$ cat src/rtl/rxd_pkg.sv
package rxd_pkg;

  localparam int unsigned SPEECH_W = 13;
  localparam int unsigned CODE_W   = 3;

  typedef logic [CODE_W-1:0]   acode_t;
  typedef logic [SPEECH_W-1:0] sample_t;

  // index of each pin inside the synchronizer bundle
  localparam int unsigned PIN_RX_BCLK  = 0;
  localparam int unsigned PIN_RX_FSYNC = 1;
  localparam int unsigned PIN_RX_DATA  = 2;
  localparam int unsigned PIN_TX_BCLK  = 3;
  localparam int unsigned PIN_TX_FSYNC = 4;
  localparam int unsigned PIN_PWRDN    = 5;
  localparam int unsigned PIN_COUNT    = 6;

endpackage

$ cat src/rtl/rxd_sync.sv
module rxd_sync #(
  parameter int unsigned WIDTH  = 1,
  parameter int unsigned STAGES = 2
) (
  input  logic             clk_i,
  input  logic             rst_n,
  input  logic [WIDTH-1:0] d_i,
  output logic [WIDTH-1:0] q_o
);

  for (genvar b = 0; b < WIDTH; b++) begin : g_bit
    logic [STAGES-1:0] chain_q;
    logic [STAGES-1:0] chain_d;

    always_comb begin
      chain_d = {chain_q[STAGES-2:0], d_i[b]};
    end

    always_ff @(posedge clk_i or negedge rst_n) begin
      if (!rst_n) begin
        chain_q <= '0;
      end else begin
        chain_q <= chain_d;
      end
    end

    assign q_o[b] = chain_q[STAGES-1];
  end

endmodule

$ cat src/rtl/rxd_mode_det.sv
module rxd_mode_det #(
  parameter int unsigned ENTRY_EDGES = 16
) (
  input  logic clk_i,
  input  logic rst_n,
  input  logic rx_bclk_lvl_i,
  input  logic tx_fall_i,
  output logic mode_o
);

  localparam int unsigned CNT_W = $clog2(ENTRY_EDGES + 1);

  logic [CNT_W-1:0] cnt_q, cnt_d;
  logic             mode_q, mode_d;

  always_comb begin
    cnt_d  = cnt_q;
    mode_d = mode_q;
    if (!rx_bclk_lvl_i) begin
      cnt_d  = '0;
      mode_d = 1'b0;
    end else if (tx_fall_i && !mode_q) begin
      if (cnt_q == CNT_W'(ENTRY_EDGES - 1)) begin
        cnt_d  = '0;
        mode_d = 1'b1;
      end else begin
        cnt_d = cnt_q + 1'b1;
      end
    end
  end

  always_ff @(posedge clk_i or negedge rst_n) begin
    if (!rst_n) begin
      cnt_q  <= '0;
      mode_q <= 1'b0;
    end else begin
      cnt_q  <= cnt_d;
      mode_q <= mode_d;
    end
  end

  assign mode_o = mode_q;

endmodule

$ cat src/rtl/rxd_shift.sv
module rxd_shift #(
  parameter int unsigned SW = 13,
  parameter int unsigned CW = 3
) (
  input  logic          clk_i,
  input  logic          rst_n,
  input  logic          hold_i,
  input  logic          bit_en_i,
  input  logic          fsync_i,
  input  logic          data_i,
  input  logic          long_word_i,
  output logic          start_o,
  output logic          done_o,
  output logic [SW-1:0] word_o,
  output logic [CW-1:0] coef_o
);

  localparam int unsigned LW    = SW + CW;
  localparam int unsigned CNT_W = $clog2(LW + 1);

  logic [LW-1:0]    sr_q, sr_d;
  logic [CNT_W-1:0] cnt_q, cnt_d;
  logic             busy_q, busy_d;
  logic             fs_prev_q, fs_prev_d;
  logic             long_q, long_d;
  logic             done_q, done_d;
  logic             start;
  logic [CNT_W-1:0] last_idx;

  assign start    = bit_en_i && fsync_i && !fs_prev_q && !hold_i;
  assign last_idx = long_q ? CNT_W'(LW - 1) : CNT_W'(SW - 1);

  always_comb begin
    sr_d      = sr_q;
    cnt_d     = cnt_q;
    busy_d    = busy_q;
    fs_prev_d = fs_prev_q;
    long_d    = long_q;
    done_d    = 1'b0;
    if (hold_i) begin
      busy_d = 1'b0;
    end else if (bit_en_i) begin
      fs_prev_d = fsync_i;
      if (start) begin
        sr_d   = {sr_q[LW-2:0], data_i};
        cnt_d  = CNT_W'(1);
        busy_d = 1'b1;
        long_d = long_word_i;
      end else if (busy_q) begin
        sr_d  = {sr_q[LW-2:0], data_i};
        cnt_d = cnt_q + 1'b1;
        if (cnt_q == last_idx) begin
          busy_d = 1'b0;
          done_d = 1'b1;
        end
      end
    end
  end

  always_ff @(posedge clk_i or negedge rst_n) begin
    if (!rst_n) begin
      sr_q      <= '0;
      cnt_q     <= '0;
      busy_q    <= 1'b0;
      fs_prev_q <= 1'b0;
      long_q    <= 1'b0;
      done_q    <= 1'b0;
    end else begin
      sr_q      <= sr_d;
      cnt_q     <= cnt_d;
      busy_q    <= busy_d;
      fs_prev_q <= fs_prev_d;
      long_q    <= long_d;
      done_q    <= done_d;
    end
  end

  assign start_o = start;
  assign done_o  = done_q;
  assign word_o  = long_q ? sr_q[LW-1:CW] : sr_q[SW-1:0];
  assign coef_o  = long_q ? sr_q[CW-1:0] : '0;

endmodule

$ cat src/rtl/rxd_atten.sv
module rxd_atten #(
  parameter int unsigned SW = 13,
  parameter int unsigned CW = 3
) (
  input  logic [SW-1:0] sample_i,
  input  logic [CW-1:0] code_i,
  output logic [SW-1:0] sample_o
);

  localparam int unsigned FRAC = 8;
  localparam int unsigned PW   = SW + FRAC;

  logic          neg;
  logic [SW-1:0] mag;
  logic [PW-1:0] ext;
  logic [PW-1:0] prod;
  logic [SW-1:0] scaled;

  always_comb begin
    neg = sample_i[SW-1];
    mag = neg ? (~sample_i + SW'(1)) : sample_i;
    ext = PW'(mag);
    // odd codes: x * 181/256 (about -3 dB), even codes: x * 256/256
    if (code_i[0]) begin
      prod = (ext << 7) + (ext << 5) + (ext << 4) + (ext << 2) + ext;
    end else begin
      prod = ext << FRAC;
    end
    // each pair of codes adds a further halving (-6 dB); floor on magnitude
    scaled   = SW'(prod >> (FRAC + code_i[CW-1:1]));
    sample_o = neg ? (~scaled + SW'(1)) : scaled;
  end

endmodule

$ cat src/rtl/rxd_pcm_rx.sv
module rxd_pcm_rx
  import rxd_pkg::*;
#(
  parameter int unsigned SYNC_STAGES = 2,
  parameter int unsigned ENTRY_EDGES = 16
) (
  input  logic                clk_i,
  input  logic                rst_ni,
  input  logic                rx_bclk_i,
  input  logic                rx_fsync_i,
  input  logic                rx_data_i,
  input  logic                tx_bclk_i,
  input  logic                tx_fsync_i,
  input  logic                pwrdn_i,
  output logic [SPEECH_W-1:0] sample_o,
  output logic                valid_o,
  output logic [CODE_W-1:0]   atten_code_o,
  output logic                adj_mode_o
);

  // reset: asynchronous assert, synchronous release
  logic rst_meta_q, rst_n;
  always_ff @(posedge clk_i or negedge rst_ni) begin
    if (!rst_ni) begin
      rst_meta_q <= 1'b0;
      rst_n      <= 1'b0;
    end else begin
      rst_meta_q <= 1'b1;
      rst_n      <= rst_meta_q;
    end
  end

  // pin synchronizers
  logic [PIN_COUNT-1:0] pins, pins_s;
  always_comb begin
    pins               = '0;
    pins[PIN_RX_BCLK]  = rx_bclk_i;
    pins[PIN_RX_FSYNC] = rx_fsync_i;
    pins[PIN_RX_DATA]  = rx_data_i;
    pins[PIN_TX_BCLK]  = tx_bclk_i;
    pins[PIN_TX_FSYNC] = tx_fsync_i;
    pins[PIN_PWRDN]    = pwrdn_i;
  end

  rxd_sync #(.WIDTH(PIN_COUNT), .STAGES(SYNC_STAGES)) u_sync (
    .clk_i (clk_i),
    .rst_n (rst_n),
    .d_i   (pins),
    .q_o   (pins_s)
  );

  logic rx_bclk_s, rx_fsync_s, rx_data_s, tx_bclk_s, tx_fsync_s, pd_s;
  assign rx_bclk_s  = pins_s[PIN_RX_BCLK];
  assign rx_fsync_s = pins_s[PIN_RX_FSYNC];
  assign rx_data_s  = pins_s[PIN_RX_DATA];
  assign tx_bclk_s  = pins_s[PIN_TX_BCLK];
  assign tx_fsync_s = pins_s[PIN_TX_FSYNC];
  assign pd_s       = pins_s[PIN_PWRDN];

  // edge detection on the synchronized clocks and transmit sync
  logic rx_bclk_p_q, tx_bclk_p_q, tx_fsync_p_q;
  always_ff @(posedge clk_i or negedge rst_n) begin
    if (!rst_n) begin
      rx_bclk_p_q  <= 1'b0;
      tx_bclk_p_q  <= 1'b0;
      tx_fsync_p_q <= 1'b0;
    end else begin
      rx_bclk_p_q  <= rx_bclk_s;
      tx_bclk_p_q  <= tx_bclk_s;
      tx_fsync_p_q <= tx_fsync_s;
    end
  end

  logic rx_fall, tx_fall, tx_fs_rise;
  assign rx_fall    = rx_bclk_p_q & ~rx_bclk_s;
  assign tx_fall    = tx_bclk_p_q & ~tx_bclk_s;
  assign tx_fs_rise = tx_fsync_s & ~tx_fsync_p_q;

  // adjustment-mode detection
  logic adj_mode;
  rxd_mode_det #(.ENTRY_EDGES(ENTRY_EDGES)) u_mode (
    .clk_i         (clk_i),
    .rst_n         (rst_n),
    .rx_bclk_lvl_i (rx_bclk_s),
    .tx_fall_i     (tx_fall),
    .mode_o        (adj_mode)
  );

  // deserializer, paced by the transmit clock while in adjustment mode
  logic          bit_en, word_start, word_done;
  sample_t       word;
  acode_t        coef;
  assign bit_en = adj_mode ? tx_fall : rx_fall;

  rxd_shift #(.SW(SPEECH_W), .CW(CODE_W)) u_shift (
    .clk_i       (clk_i),
    .rst_n       (rst_n),
    .hold_i      (pd_s),
    .bit_en_i    (bit_en),
    .fsync_i     (rx_fsync_s),
    .data_i      (rx_data_s),
    .long_word_i (adj_mode),
    .start_o     (word_start),
    .done_o      (word_done),
    .word_o      (word),
    .coef_o      (coef)
  );

  sample_t scaled;
  rxd_atten #(.SW(SPEECH_W), .CW(CODE_W)) u_atten (
    .sample_i (word),
    .code_i   (coef),
    .sample_o (scaled)
  );

  // output registers
  sample_t sample_q, sample_d;
  acode_t  code_q, code_d;
  logic    valid_q, valid_d;
  logic    rx_seen_q, rx_seen_d;

  always_comb begin
    sample_d  = sample_q;
    code_d    = code_q;
    valid_d   = 1'b0;
    rx_seen_d = rx_seen_q;
    if (tx_fs_rise) begin
      if (!rx_seen_q) begin
        sample_d = '0;
      end
      rx_seen_d = 1'b0;
    end
    if (word_start) begin
      rx_seen_d = 1'b1;
    end
    if (word_done) begin
      sample_d = scaled;
      code_d   = coef;
      valid_d  = 1'b1;
    end
    if (!rx_bclk_s || !adj_mode) begin
      code_d = '0;
    end
    if (pd_s) begin
      sample_d = '0;
      valid_d  = 1'b0;
    end
  end

  always_ff @(posedge clk_i or negedge rst_n) begin
    if (!rst_n) begin
      sample_q  <= '0;
      code_q    <= '0;
      valid_q   <= 1'b0;
      rx_seen_q <= 1'b0;
    end else begin
      sample_q  <= sample_d;
      code_q    <= code_d;
      valid_q   <= valid_d;
      rx_seen_q <= rx_seen_d;
    end
  end

  assign sample_o     = sample_q;
  assign valid_o      = valid_q;
  assign atten_code_o = code_q;
  assign adj_mode_o   = adj_mode;

endmodule

$ cat config.mk
export PLATFORM = sky130hd
export DESIGN_NAME = rxd_pcm_rx
export DESIGN_NICKNAME = d
export VERILOG_FILES = /design/src/rtl/rxd_pkg.sv /design/src/rtl/rxd_sync.sv /design/src/rtl/rxd_mode_det.sv /design/src/rtl/rxd_shift.sv /design/src/rtl/rxd_atten.sv /design/src/rtl/rxd_pcm_rx.sv
export SDC_FILE = /design/constraint.sdc
export NUM_CORES = 1
export LEC_CHECK = 0
export BUFFER_PORTS_ARGS = -buffer_cell sky130_fd_sc_hd__buf_2
export CORE_MARGIN = 1.5
export CORE_UTILIZATION = 45
export CTS_CLUSTER_SIZE = 24
export DETAILED_ROUTE_END_ITERATION = 10
export GPL_ROUTABILITY_DRIVEN = 0
export PLACE_DENSITY = 0.7
export SYNTH_ARGS = -nofsm -noshare
export SYNTH_HDL_FRONTEND = slang
export SYNTH_SLANG_ARGS = --single-unit
$ cat constraint.sdc
create_clock -name clk_i -period 2.49 [get_ports clk_i]
set_input_delay 0.3735 -clock clk_i [delete_from_list [all_inputs] [get_ports clk_i]]
set_output_delay 0.3735 -clock clk_i [all_outputs]
set_load 0.01 [all_outputs]
# After elaboration in Yosys (flattened, before gate mapping)
# Cells that the tools add are included.
[word_totals]
ff_bits = 66
in_bits = 8
out_inout_bits = 18
wordCells = 103
[classes]
add_sub_neg = 9
n_eq_ne = 5
n_shift = 1
muxes = 37
bitwise_logic = 9
n_reduce_logical = 19
[ops]
columns = ["op", "count"]
rows = [
  ["$mux W13", 7],
  ["$mux W16", 2],
  ["$add A13 B1 Y13 const B", 2],
  ["$not A13 Y13", 2],
  ["$mux W5", 5],
  ["$add A20 B18 Y21", 1],
  ["$add A21 B13 Y21", 1],
  ["$add A21 B15 Y21", 1],
  ["$add A21 B17 Y21", 1],
  ["$mux W21", 1],
  ["$shr A21 B5 Y13", 1],
  ["$mux W1", 18],
  ["$add A5 B1 Y5 const B", 2],
  ["$mux W3", 3],
  ["$reduce_bool A2 Y1", 4],
  ["$reduce_and A2 Y1", 3],
  ["$reduce_and A3 Y1", 2],
  ["$add A4 B2 Y5 const A", 1],
  ["$eq A5 B4 Y1 const B", 1],
  ["$eq A5 B5 Y1", 1],
  ["$logic_and A1 B1 Y1", 4],
  ["$logic_not A1 Y1", 4],
  ["$ne A2 B1 Y1 const B", 2],
  ["$not A1 Y1", 4],
  ["5 further kinds", 7],
]

# Depth between registers and ports, before layout
# Gate-level depths: netlist (run 1).
[logic_depth]
depth_word = 15
mapped_depth = 35
ltp_nobuf = 29

# Cells and area by module
# From an unflattened synthesis (run 1), not the netlist that was laid out.
[hier_totals]
cells_unflattened = 641
hier_area_um2 = 6103.4
[modules_own_cells]
columns = ["module", "instances", "cells_per_inst", "area_each_um2", "seq_area_each_um2"]
rows = [
  ["rxd_atten", 1, 440, 3377.0, 0.0],
  ["rxd_shift", 1, 97, 1241.2, 625.6],
  ["rxd_pcm_rx", 1, 56, 838.3, 575.6],
  ["rxd_sync", 1, 18, 345.3, 300.3],
  ["rxd_mode_det", 1, 30, 301.5, 150.1],
]

# Least setup slack after synthesis (run 1)
# No wires, ideal clock.
[synth_path]
kind = "register -> register"
from = "register u_shift.long_q"
to = "register sample_q[10] (netlist: sample_o[10])"
setup_time_ns = 0.124
t_arrival_ns = 7.782
t_required_ns = 2.366
setup_slack_ns = -5.416
stages_incl_launch_ff = 36
n_path_buf = 6
synth_period_minus_slack_ns = 7.906
path_cell_list = "dfrtp_1 -> buf_4 -> buf_6 -> buf_2 -> buf_2 -> buf_1 -> mux2i_1 -> ha_1 -> nor4bb_1 -> o22ai_1 -> nand2_1 -> xor2_1 -> clkinv_1 -> xnor2_1 -> ha_1 -> inv_1 -> fa_1 -> fa_1 -> inv_1 -> ha_1 -> clkbuf_1 -> o21ai_0 -> o211ai_1 -> o21ai_0 -> a2111o_1 -> o211ai_1 -> nor2_1 -> a31oi_1 -> ha_1 -> inv_1 -> a221oi_1 -> nand3_1 -> nor3_1 -> a21oi_1 -> xnor2_1 -> o21ai_1"
[synth_via]
elab_chain_len = 15
elab_cells_between_ends = 17
cone_classes = "add/sub: 7; shift: 1; mux: 7; bitwise: 2"
[synth_lines]
columns = ["item", "line_no", "rtl"]
rows = [
  ["start, declared", "rxd_shift.sv:25", "logic long_q, long_d;"],
  ["start signal, assigned", "rxd_shift.sv:73", "long_q <= long_d;"],
  ["$mux W13", "rxd_shift.sv:80", "assign word_o = long_q ? sr_q[LW-1:CW] : sr_q[SW-1:0];"],
  ["$not A13 Y13", "rxd_atten.sv:21", "mag = neg ? (~sample_i + SW'(1)) : sample_i;"],
  ["$add A13 B1 Y13", "rxd_atten.sv:21", ""],
  ["$mux W13", "rxd_atten.sv:21", ""],
  ["$add A20 B18 Y21", "rxd_atten.sv:25", "prod = (ext << 7) + (ext << 5) + (ext << 4) + (ext << 2) + ext;"],
  ["$add A21 B17 Y21", "rxd_atten.sv:25", ""],
  ["$add A21 B15 Y21", "rxd_atten.sv:25", ""],
  ["$add A21 B13 Y21", "rxd_atten.sv:25", ""],
  ["$mux W21", "rxd_atten.sv:24", "if (code_i[0]) begin"],
  ["$shr A21 B5 Y13", "rxd_atten.sv:30", "scaled = SW'(prod >> (FRAC + code_i[CW-1:1]));"],
  ["$not A13 Y13", "rxd_atten.sv:31", "sample_o = neg ? (~scaled + SW'(1)) : scaled;"],
  ["$add A13 B1 Y13", "rxd_atten.sv:31", ""],
  ["$mux W13 (*)", "rxd_atten.sv:31", ""],
  ["$mux W13 (*)", "rxd_pcm_rx.sv:136", "if (word_done) begin"],
  ["$mux W13 (*)", "rxd_pcm_rx.sv:144", "if (pd_s) begin"],
  ["end signal, assigned", "rxd_pcm_rx.sv:157", "sample_q <= sample_d;"],
  ["end, declared", "rxd_pcm_rx.sv:117", "sample_t sample_q, sample_d;"],
]
# Every way passes the cells marked *; elsewhere a longest branch is shown, timed or not.
# A chain may end at the register's enable or synchronous reset.

# Final worst setup path (run 1)
[layout_path]
from = "register u_shift.long_q"
to = "register sample_q[12] (netlist: sample_o[12])"
# The elaborated chain is that of the path after synthesis.

==> results of run 1 <==
-- logic make-up after synthesis --
group	count (synthesis)	share of synthesized area
other cells	1	0.000616
xor+xnor	43	0.0631
flops	66	0.271
compound gates	175	0.194
buf+inv	82	0.0536
fa+ha+maj	59	0.145
simple gates	235	0.197
mux	43	0.0758
-- worst paths after layout --
kind / startpoint / to
worst max-delay path: u_shift.long_q$_DFFE_PN0P_ / sample_o[12]$_DFFE_PN0P_
worst min register to register: rst_n$_DFF_PN0_ / sample_o[12]$_DFFE_PN0P_
max in group asynchronous: rst_n$_DFF_PN0_ / u_shift.long_q$_DFFE_PN0P_
min in group asynchronous: rst_n$_DFF_PN0_ / sample_o[12]$_DFFE_PN0P_
worst min-delay path: tx_bclk_i / u_sync.g_bit[3].chain_q[0]$_DFF_PN0_
worst max register to register: u_shift.long_q$_DFFE_PN0P_ / sample_o[12]$_DFFE_PN0P_
-- per-stage QoR --
step / setup TNS (ps) / power [W] / instances / hold slack (ps)
floorplan: -49160 / 0.00386 / 704 / 77.9
finish: -46090 / 0.00835 / 1126 / 147
global placement: -43920 / 0.00548 / 1059 / 159
global route: -49090 / 0.00877 / 1126 / 135
CTS: -42470 / 0.00782 / 1113 / 134
detailed placement: -45770 / 0.00567 / 1059 / 162
-- synthesized netlist by cell type (15+ instances only) --
library cell	instances	area, um2
dfrtp_1	66	1650
clkbuf_1	28	105
xnor2_1	27	236
xor2_1	15	131
fa_1	19	380
nand2_1	80	300
nor3_1	22	110
mux2_2	18	203
nand3_1	17	85.1
nor2_1	47	176
mux2i_1	22	220
ha_1	40	500
a21oi_1	45	225
inv_1	43	161
o21ai_0	29	145
-- routing by layer --
| layer | vias to the layer above | routed length [um] |
|---|---|---|
| met2 | 334 | 10500 |
| met1 | 3258 | 8020 |
| met3 | 102 | 1550 |
| met5 | - | 0 |
| li1 | 3019 | - |
| met4 | 0 | 947 |
-- cell usage in the layout (no fill, tap or decap), types with 16 or more instances in the layout --
cell type and instances:
buf_2 25, mux2i_1 16, nor3_1 18, buf_4 231, fa_1 17, a21oi_1 30
nor2_1 45, inv_1 38, nand2_1 73, xnor2_1 18, dfrtp_1 64, o21ai_0 20
mux2_2 18, ha_1 26
-- cell type report --
type                       count  area share
clock inverter                 7     0.00874
clock buffer                   9      0.0242
sequential                    66       0.178
multi-input combinational    556       0.532
tap                          176      0.0237
timing repair buffer         267       0.215
inverter                      45      0.0187
-- power by group through the flow --
| stage | Clock (W) | Combinational (W) | Sequential (W) |
|---|---|---|---|
| global placement | 0 | 0.00424 | 0.00125 |
| global route | 0.00134 | 0.00618 | 0.00125 |
| detailed placement | 0 | 0.00441 | 0.00125 |
| floorplan | 0 | 0.00261 | 0.00125 |
| CTS | 0.00130 | 0.00527 | 0.00124 |
| finish | 0.00128 | 0.00583 | 0.00124 |
-- critical path, delay by kind of cell, from the launching register on --
kind,cells,cell delay (ps)
buffers and inverters,6,620
and+or+nand+nor,6,1040
muxes,1,290
adders and majority gates,6,1890
DFF,1,480
xor gates and xnor gates,3,490
AOI/OAI and AO/OA,8,1360
-- flip-flops by register name (all words and copies together) (netlist names), 3 cells and up --
register              count
u_mode.cnt_q              5
atten_code_o              3
u_shift.sr_q             16
sample_o                 13
u_shift.cnt_q             5
u_sync.g_bit.chain_q     12
-- what timing repair did --
item | in CTS | in global routing
hold buffers | 1 | 0
hold endpoints to repair | 2 | 0
gates resized for setup | 77 | 44
buffers inserted | 37 | 15
setup endpoints to repair | 13 | 13
pin swaps | 50 | 20
==> impl_results.md, run 1 <==
- Crit start category: flip-flop
- Fin crit share: 2.53
- # rows: 42
- Gr ovfl total: 0
- Detailed Routing Iterations Pass 1: 5
- Register area share after synthesis: 0.271
- Die ar.: 14200 um2
- CP required: 2700 ps
- Avg Vias per Cell: 5.96
- Vias in the first global route: 6714
- Failing checks: setup timing
- Crit path kind: reg -> reg
- Starting Density: 0.460
- IO Pins: 26
- Worst Reg-to-Reg Cells: 30
- Global-route met2 utilization: 0.501
- Pint: 0.00472 W
- Global routing usage on met3: 0.0512
- Ant. Diodes: 0
- Tmin final: 6290 ps
- RSZ-0062 raised after global routing: true
- Top_reg_cell synth: dfrtp_1
- Core ar.: 13200 um2
- Multi-input logic area: 4950 um2
- Max Cap Violations: 0
- DR iter-0 viols: 558
- Pwr dens: 898 nW/um2
- Clk_lat worst skew: 340 ps
- Comb pwr share: 0.697
- DP Area: 7960 um2
- Netlist cell types: 80
- Final setup margin: -3800 ps
- Dpl ws: -3760 ps
- Syn_area_per_cell: 8.65 um2
- Overall global routing resource usage: 0.286
- # DRC: 0
- Async S/R FF share, synth: 1.00
- Hold crit path type: in -> reg
- Relative slew slack: 0.524
- Global-route wire length before repair: 32700 um
- Clk pin slew, worst setup/hold paths: 70 ps
- Synth Instances: 704
- Worst Path Arrival: 6500 ps
- FILL cells: 879
- Final Core Density: 0.703
- H-tree Lvls: 3
- Vias: 6713
- Critical Path End Type: flip-flop
- Max Fanout on Critical Path: 8
- Sequential share of power: 0.149
- Wire per inst: 18.7 um
- Number of flops mapped to enable cells by yosys: 0
- Hpwl dp: 14400 um
- Worst-Margin Slew: 714 ps
- Syn Nets: 771
- Worst Hold Path Cells: 1
- Final wirelength: 21000 um
- Leakage: 4.32 nW
- Die span in y: 119 um
- Port Buf Inserts: 25
- GR peak layer: met2
- Slew Limit Fails: 0
- Largest net degree at the start of global routing: 35
- Final Hold Viols: 0
- Maximum root-to-sink buffer count: 2
- Synthesized flop and latch total: 66
- # clock sinks: 66
- Slowest-stage cell, CP: fa_1
- Maximum VDD drop: 0.000700 V
- Final #Nets: 1012
- DIE WIDTH: 119 um
- GR Util met1: 0.344
- Detail Route Antenna Nets: 0
- Net switching power: 0.00364 W
- Root buf cell: clkbuf_16
- CTS Buf Count: 9
- Switch share: 0.435
- Register area: 1650 um2
- Endpoints failing setup: 13
- Syn-to-layout area delta: 52.8%
- Power share of the clock group: 0.154
- CTS tree: done
- F_max: 0.159 GHz
- Initial antenna violation count: 0
- Status: finished with violations
- Setup slack, reg-to-reg: -3800 ps
- Post-Syn Area: 6090 um2
- Syn. warnings: 0
- Post-Layout Inst Area: 9310 um2
- Share of layout cells above drive strength 1: 0.463
- Clk_skew: 12.2 ps
- Delay of the slowest critical-path stage: 510 ps
Note: power is estimated with default switching activity, not from simulation.
==> inputs of run 2 (changes only) <==
--- a/config.mk
+++ b/config.mk
@@ -12,6 +12,7 @@
 export DETAILED_ROUTE_END_ITERATION = 10
 export GPL_ROUTABILITY_DRIVEN = 0
 export PLACE_DENSITY = 0.7
+export SETUP_SLACK_MARGIN = 0.15
 export SYNTH_ARGS = -nofsm -noshare
 export SYNTH_HDL_FRONTEND = slang
 export SYNTH_SLANG_ARGS = --single-unit
==> impl_results.md, run 2 (synthesis gave the netlist of run 1 again) <==
- IO Pins: 26
- Slowest-stage cell, CP: fa_1
- Worst Path Arrival: 6690 ps
- F_max: 0.154 GHz
- Total power draw: 0.00886 W
- CP required: 2690 ps
- Max Cap Violations: 0
- Global-route wire length before repair: 34300 um
- FF-to-FF End: sample_o[10]$_DFFE_PN0P_
- Setup slack, reg-to-reg: -4000 ps
- Ant. Diodes: 0
- Pwr dens: 932 nW/um2
- Largest net degree at the start of global routing: 35
- Maximum root-to-sink buffer count: 2
- Fin crit share: 2.61
- Worst Reg-to-Reg Cells: 32
- DIE WIDTH: 119 um
- Commonest non-fill, non-tap cells in the layout: 246 x buf_4, 73 x nand2_1, 64 x dfrtp_1, 44 x nor2_1, 36 x inv_1
- Final wirelength: 22200 um
- Largest Register: u_shift.sr_q
- # rows: 42
- RSZ-0062 raised after global routing: true
- Worst reg2reg path startpoint: u_shift.long_q$_DFFE_PN0P_
- Hold endpoint: u_sync.g_bit[3].chain_q[0]$_DFF_PN0_
- Avg Vias per Cell: 5.98
- Leakage: 4.42 nW
- Top routing layer in use: met4
- Final setup margin: -4000 ps
- Hold crit path type: in -> reg
- Share of layout cells above drive strength 1: 0.480
- Tmin final: 6490 ps
- Initial antenna violation count: 0
- # DRC: 0
- Critical Path End Type: flip-flop
- Endpoints failing setup: 13
- M1 wire length: 8440 um
- Final Core Density: 0.717
- Vias in the first global route: 6922
- Worst Hold Path Cells: 1
- Syn-to-layout area delta: 55.9%
- CTS Buf Count: 9
- Number of flip-flops in the largest register: 16
- Status: finished with violations
- Wire per inst: 19.4 um
- Vias: 6851
- Dpl ws: -3760 ps
- Detailed Routing Iterations Pass 1: 7
- DR iter-0 viols: 727
- Delay of the slowest critical-path stage: 530 ps
- Worst-Margin Slew: 708 ps
- Most common cell after layout, fill and taps aside: buf_4
- Multi-input logic area: 4980 um2
- Clk_lat worst skew: 340 ps
- Relative slew slack: 0.528
- Hold slack: 145 ps
- CTS tree: done
- Detail Route Antenna Nets: 0
- Core ar.: 13200 um2
- FILL cells: 854
- Final Non-Filler Cells: 1145
- Overall global routing resource usage: 0.301
- Clk pin slew, worst setup/hold paths: 60 ps
- Root buf cell: clkbuf_16
- Die span in y: 119 um
- Hpwl dp: 14400 um
- WL met2: 11000 um
- # clock sinks: 66
- Die ar.: 14200 um2
- Final #Nets: 1031
- Gr ovfl total: 0
- Clk_skew: 10.6 ps
- Slew Limit Fails: 0
- Failing checks: setup timing
- Crit start category: flip-flop
- Port Buf Inserts: 25
- Starting Density: 0.460
- H-tree Lvls: 3
- Met3 wire len: 1580 um
- Register area: 1650 um2
- Final Hold Viols: 0
- Min-Delay Startpoint: tx_bclk_i
- Placed insts: 1059
- Maximum VDD drop: 0.000699 V
- Crit path kind: reg -> reg
- Max Fanout on Critical Path: 8
-- run 2: final cells by class --
cell class / count / share of cell area
timing repair buffer: 286 / 0.228
multi-input combinational: 556 / 0.525
clock inverter: 7 / 0.00856
sequential: 66 / 0.174
inverter: 45 / 0.0183
tap: 176 / 0.0232
clock buffer: 9 / 0.0237
-- run 2: worst max-delay path by stage --
stage | from | to | slack [ps]
2_1_floorplan | u_shift.long_q$_DFFE_PN0P_ | sample_o[12]$_DFFE_PN0P_ | -4020
3_3_place_gp | u_shift.long_q$_DFFE_PN0P_ | sample_o[12]$_DFFE_PN0P_ | -3560
3_5_place_dp | u_shift.long_q$_DFFE_PN0P_ | sample_o[9]$_DFFE_PN0P_ | -3760
4_1_cts | u_shift.long_q$_DFFE_PN0P_ | sample_o[10]$_DFFE_PN0P_ | -3480
5_1_grt | u_shift.long_q$_DFFE_PN0P_ | sample_o[10]$_DFFE_PN0P_ | -4150
6_report | u_shift.long_q$_DFFE_PN0P_ | sample_o[10]$_DFFE_PN0P_ | -4000
-- run 2: power breakdown --
| part | leakage, nW | internal (W) | switching (W) |
|---|---|---|---|
| registers | 0.865 | 0.00115 | 0.0000953 |
| clock network | 0.147 | 0.000790 | 0.000495 |
| logic | 3.40 | 0.00307 | 0.00326 |
| total | 4.42 | 0.00501 | 0.00385 |
-- run 2: repair_timing --
| item | in CTS | in global routing |
|---|---|---|
| gates cloned | 0 | 0 |
| hold endpoints to repair | 2 | 0 |
| resized for setup | 90 | 40 |
| pin swaps | 54 | 43 |
| setup endpoints to repair | 13 | 13 |
| hold buffers | 1 | 0 |
| setup buffers | 50 | 19 |
-- run 2: worst max-delay path: cells and delay by family, from the launching register on --
family	cells	cell delay [ps]
DFF	1	500
AOI/OAI and AO/OA	10	1620
xor gates and xnor gates	3	470
adders and majority gates	6	1970
buffers and inverters	8	870
and+or+nand+nor	4	630
muxes	1	320
-- run 2: metrics by stage --
step	instance area [um2]	TNS, ps
6_report	9500	-47830
3_3_place_gp	7960	-43920
4_1_cts	9190	-42990
2_1_floorplan	6360	-49160
3_5_place_dp	7960	-45770
5_1_grt	9500	-49970
-- run 2: per-layer routing --
metal  track usage  vias to the layer above
met4         0.144                        0
met2         0.528                      352
met5             0                        -
met3        0.0493                      128
li1              -                     3059
met1         0.360                     3312
==> inputs of run 3 (changes only) <==
--- a/config.mk
+++ b/config.mk
@@ -6,6 +6,7 @@
 export NUM_CORES = 1
 export LEC_CHECK = 0
 export BUFFER_PORTS_ARGS = -buffer_cell sky130_fd_sc_hd__buf_2
+export CORE_ASPECT_RATIO = 1.5
 export CORE_MARGIN = 1.5
 export CORE_UTILIZATION = 45
 export CTS_CLUSTER_SIZE = 24
==> impl_results.md, run 3 (synthesis gave the netlist of run 1 again) <==
- Hold crit path type: in -> reg
- Endpoints failing setup: 13
- Global-route wire length before repair: 32400 um
- Final setup margin: -3800 ps
- Clk_skew: 5.91 ps
- Most common cell after layout, fill and taps aside: buf_4
- RSZ-0062 raised after global routing: true
- Fin crit share: 2.52
- Hpwl dp: 14900 um
- Number of flip-flops in the largest register: 16
- # DRC: 0
- IO Pins: 26
- CTS tree: done
- Leakage: 4.28 nW
- CP required: 2670 ps
- Die ar.: 14300 um2
- # clock sinks: 66
- Clk_lat worst skew: 320 ps
- Final Core Density: 0.702
- Core ar.: 13100 um2
- # rows: 51
- FF-to-FF End: sample_o[10]$_DFFE_PN0P_
- Family with the most delay on the worst path: adder cells
- F_max: 0.159 GHz
- Max Fanout on Critical Path: 5
- Max Cap Violations: 0
- Syn-to-layout area delta: 50.7%
- Dpl ws: -3920 ps
- Status: finished with violations
- Largest Register: u_shift.sr_q
- Starting Density: 0.466
- Maximum VDD drop: 0.000668 V
- Delay of the slowest critical-path stage: 520 ps
- Tmin final: 6290 ps
- Total power draw: 0.00848 W
- Worst Setup EP: sample_o[10]$_DFFE_PN0P_
- Initial antenna violation count: 0
- Worst reg2reg path startpoint: u_shift.long_q$_DFFE_PN0P_
- Share of layout cells above drive strength 1: 0.450
- CTS Buf Count: 9
- Gr ovfl total: 0
- Final wirelength: 20700 um
- Final #Nets: 1006
- Commonest non-fill, non-tap cells in the layout: 222 x buf_4, 74 x nand2_1, 64 x dfrtp_1, 42 x nor2_1, 36 x inv_1
- Start point of the critical path: u_shift.long_q$_DFFE_PN0P_
- Placed insts: 1046
- DR iter-0 viols: 353
- Worst-Margin Slew: 566 ps
- Pwr dens: 924 nW/um2
- Slew Limit Fails: 0
- Vias: 6552
- Critical Path End Type: flip-flop
- WP depth: 26
- Port Buf Inserts: 25
- Overall global routing resource usage: 0.281
- CP most frequent cell: buf_4
- Worst Reg-to-Reg Cells: 26
- Root buf cell: clkbuf_16
- Die span in y: 146 um
- Hold slack: 155 ps
- Relative slew slack: 0.620
- Crit path kind: reg -> reg
- H-tree Lvls: 3
- Vias in the first global route: 6868
- Ant. Diodes: 0
- Slowest-stage cell, CP: or4_4
- Clk pin slew, worst setup/hold paths: 50 ps
- Crit start category: flip-flop
- Worst Path Arrival: 6470 ps
- Detailed Routing Iterations Pass 1: 5
- Maximum root-to-sink buffer count: 2
- DIE WIDTH: 98 um
- Setup slack, reg-to-reg: -3800 ps
- Largest net degree at the start of global routing: 29
- Detail Route Antenna Nets: 0
- Crit path buf inv count: 7
- Avg Vias per Cell: 5.95
- Wire per inst: 18.8 um
- Final Hold Viols: 0
- Final Non-Filler Cells: 1101
- Failing checks: setup timing
## run 3: changes by cell type in the layout (fill, tap and decap cells not counted), sizes merged
cell and change:
buf -25, clkbuf +2, clkinv +1, inv -5
## run 3: layout make-up
cell class,instances,area [um2]
clock buffers,11,253
flip-flops and latches,66,1650
inverters,45,178
fillers,848,3900
multi-input cells,556,4900
clock inverters,3,40.0
well taps,159,199
repair buffers,261,1960
## run 3: repair_timing
item | CTS | global route
gates resized for setup | 69 | 56
setup buffers | 24 | 16
gates cloned | 0 | 0
pin swaps | 55 | 43
hold buffers | 1 | 0
setup endpoints to repair | 13 | 13
endpoints found under the hold margin | 2 | 0
## run 3: report_power, final
group | internal, W | switching, W
Combinational | 0.00295 | 0.00309
Clock | 0.000813 | 0.000412
Sequential | 0.00115 | 0.0000766
Total | 0.00491 | 0.00357
## run 3: per-stage QoR
stage | instance area [um2] | setup TNS [ps]
after floorplan | 6360 | -49160
after global placement | 7940 | -45910
after detailed placement | 7940 | -46730
after CTS | 8790 | -43600
after global routing | 9180 | -48410
final | 9180 | -45490
## run 3: worst reg2reg max path: cells and delay by family, from the launching register on
| kind | cells | cell delay (ps) |
|---|---|---|
| adders and majority gates | 4 | 1550 |
| DFF | 1 | 440 |
| AOI/OAI and AO/OA | 7 | 1480 |
| buffers and inverters | 7 | 870 |
| and+or+nand+nor | 6 | 1520 |
| xor gates and xnor gates | 2 | 290 |
## run 3: worst min-delay path by stage
| stage | end | depth (start not counted) | slack [ps] | from |
|---|---|---|---|---|
| 2_1_floorplan | rst_meta_q$_DFF_PN0_ | 0 | 80 | rst_ni |
| 6_report | u_sync.g_bit[2].chain_q[0]$_DFF_PN0_ | 1 | 150 | rx_data_i |
| 3_3_place_gp | rst_meta_q$_DFF_PN0_ | 1 | 160 | rst_ni |
| 5_1_grt | u_sync.g_bit[2].chain_q[0]$_DFF_PN0_ | 1 | 150 | rx_data_i |
| 4_1_cts | u_sync.g_bit[2].chain_q[0]$_DFF_PN0_ | 1 | 150 | rx_data_i |
| 3_5_place_dp | rst_meta_q$_DFF_PN0_ | 1 | 160 | rst_ni |
## run 3: layer usage
| metal | routed length, um | vias up | track usage |
|---|---|---|---|
| met1 | 7320 | 3166 | 0.284 |
| met5 | 0 | - | 0 |
| met3 | 824 | 106 | 0.0283 |
| met2 | 11200 | 274 | 0.536 |
| met4 | 1350 | 0 | 0.176 |
| li1 | - | 3006 | - |
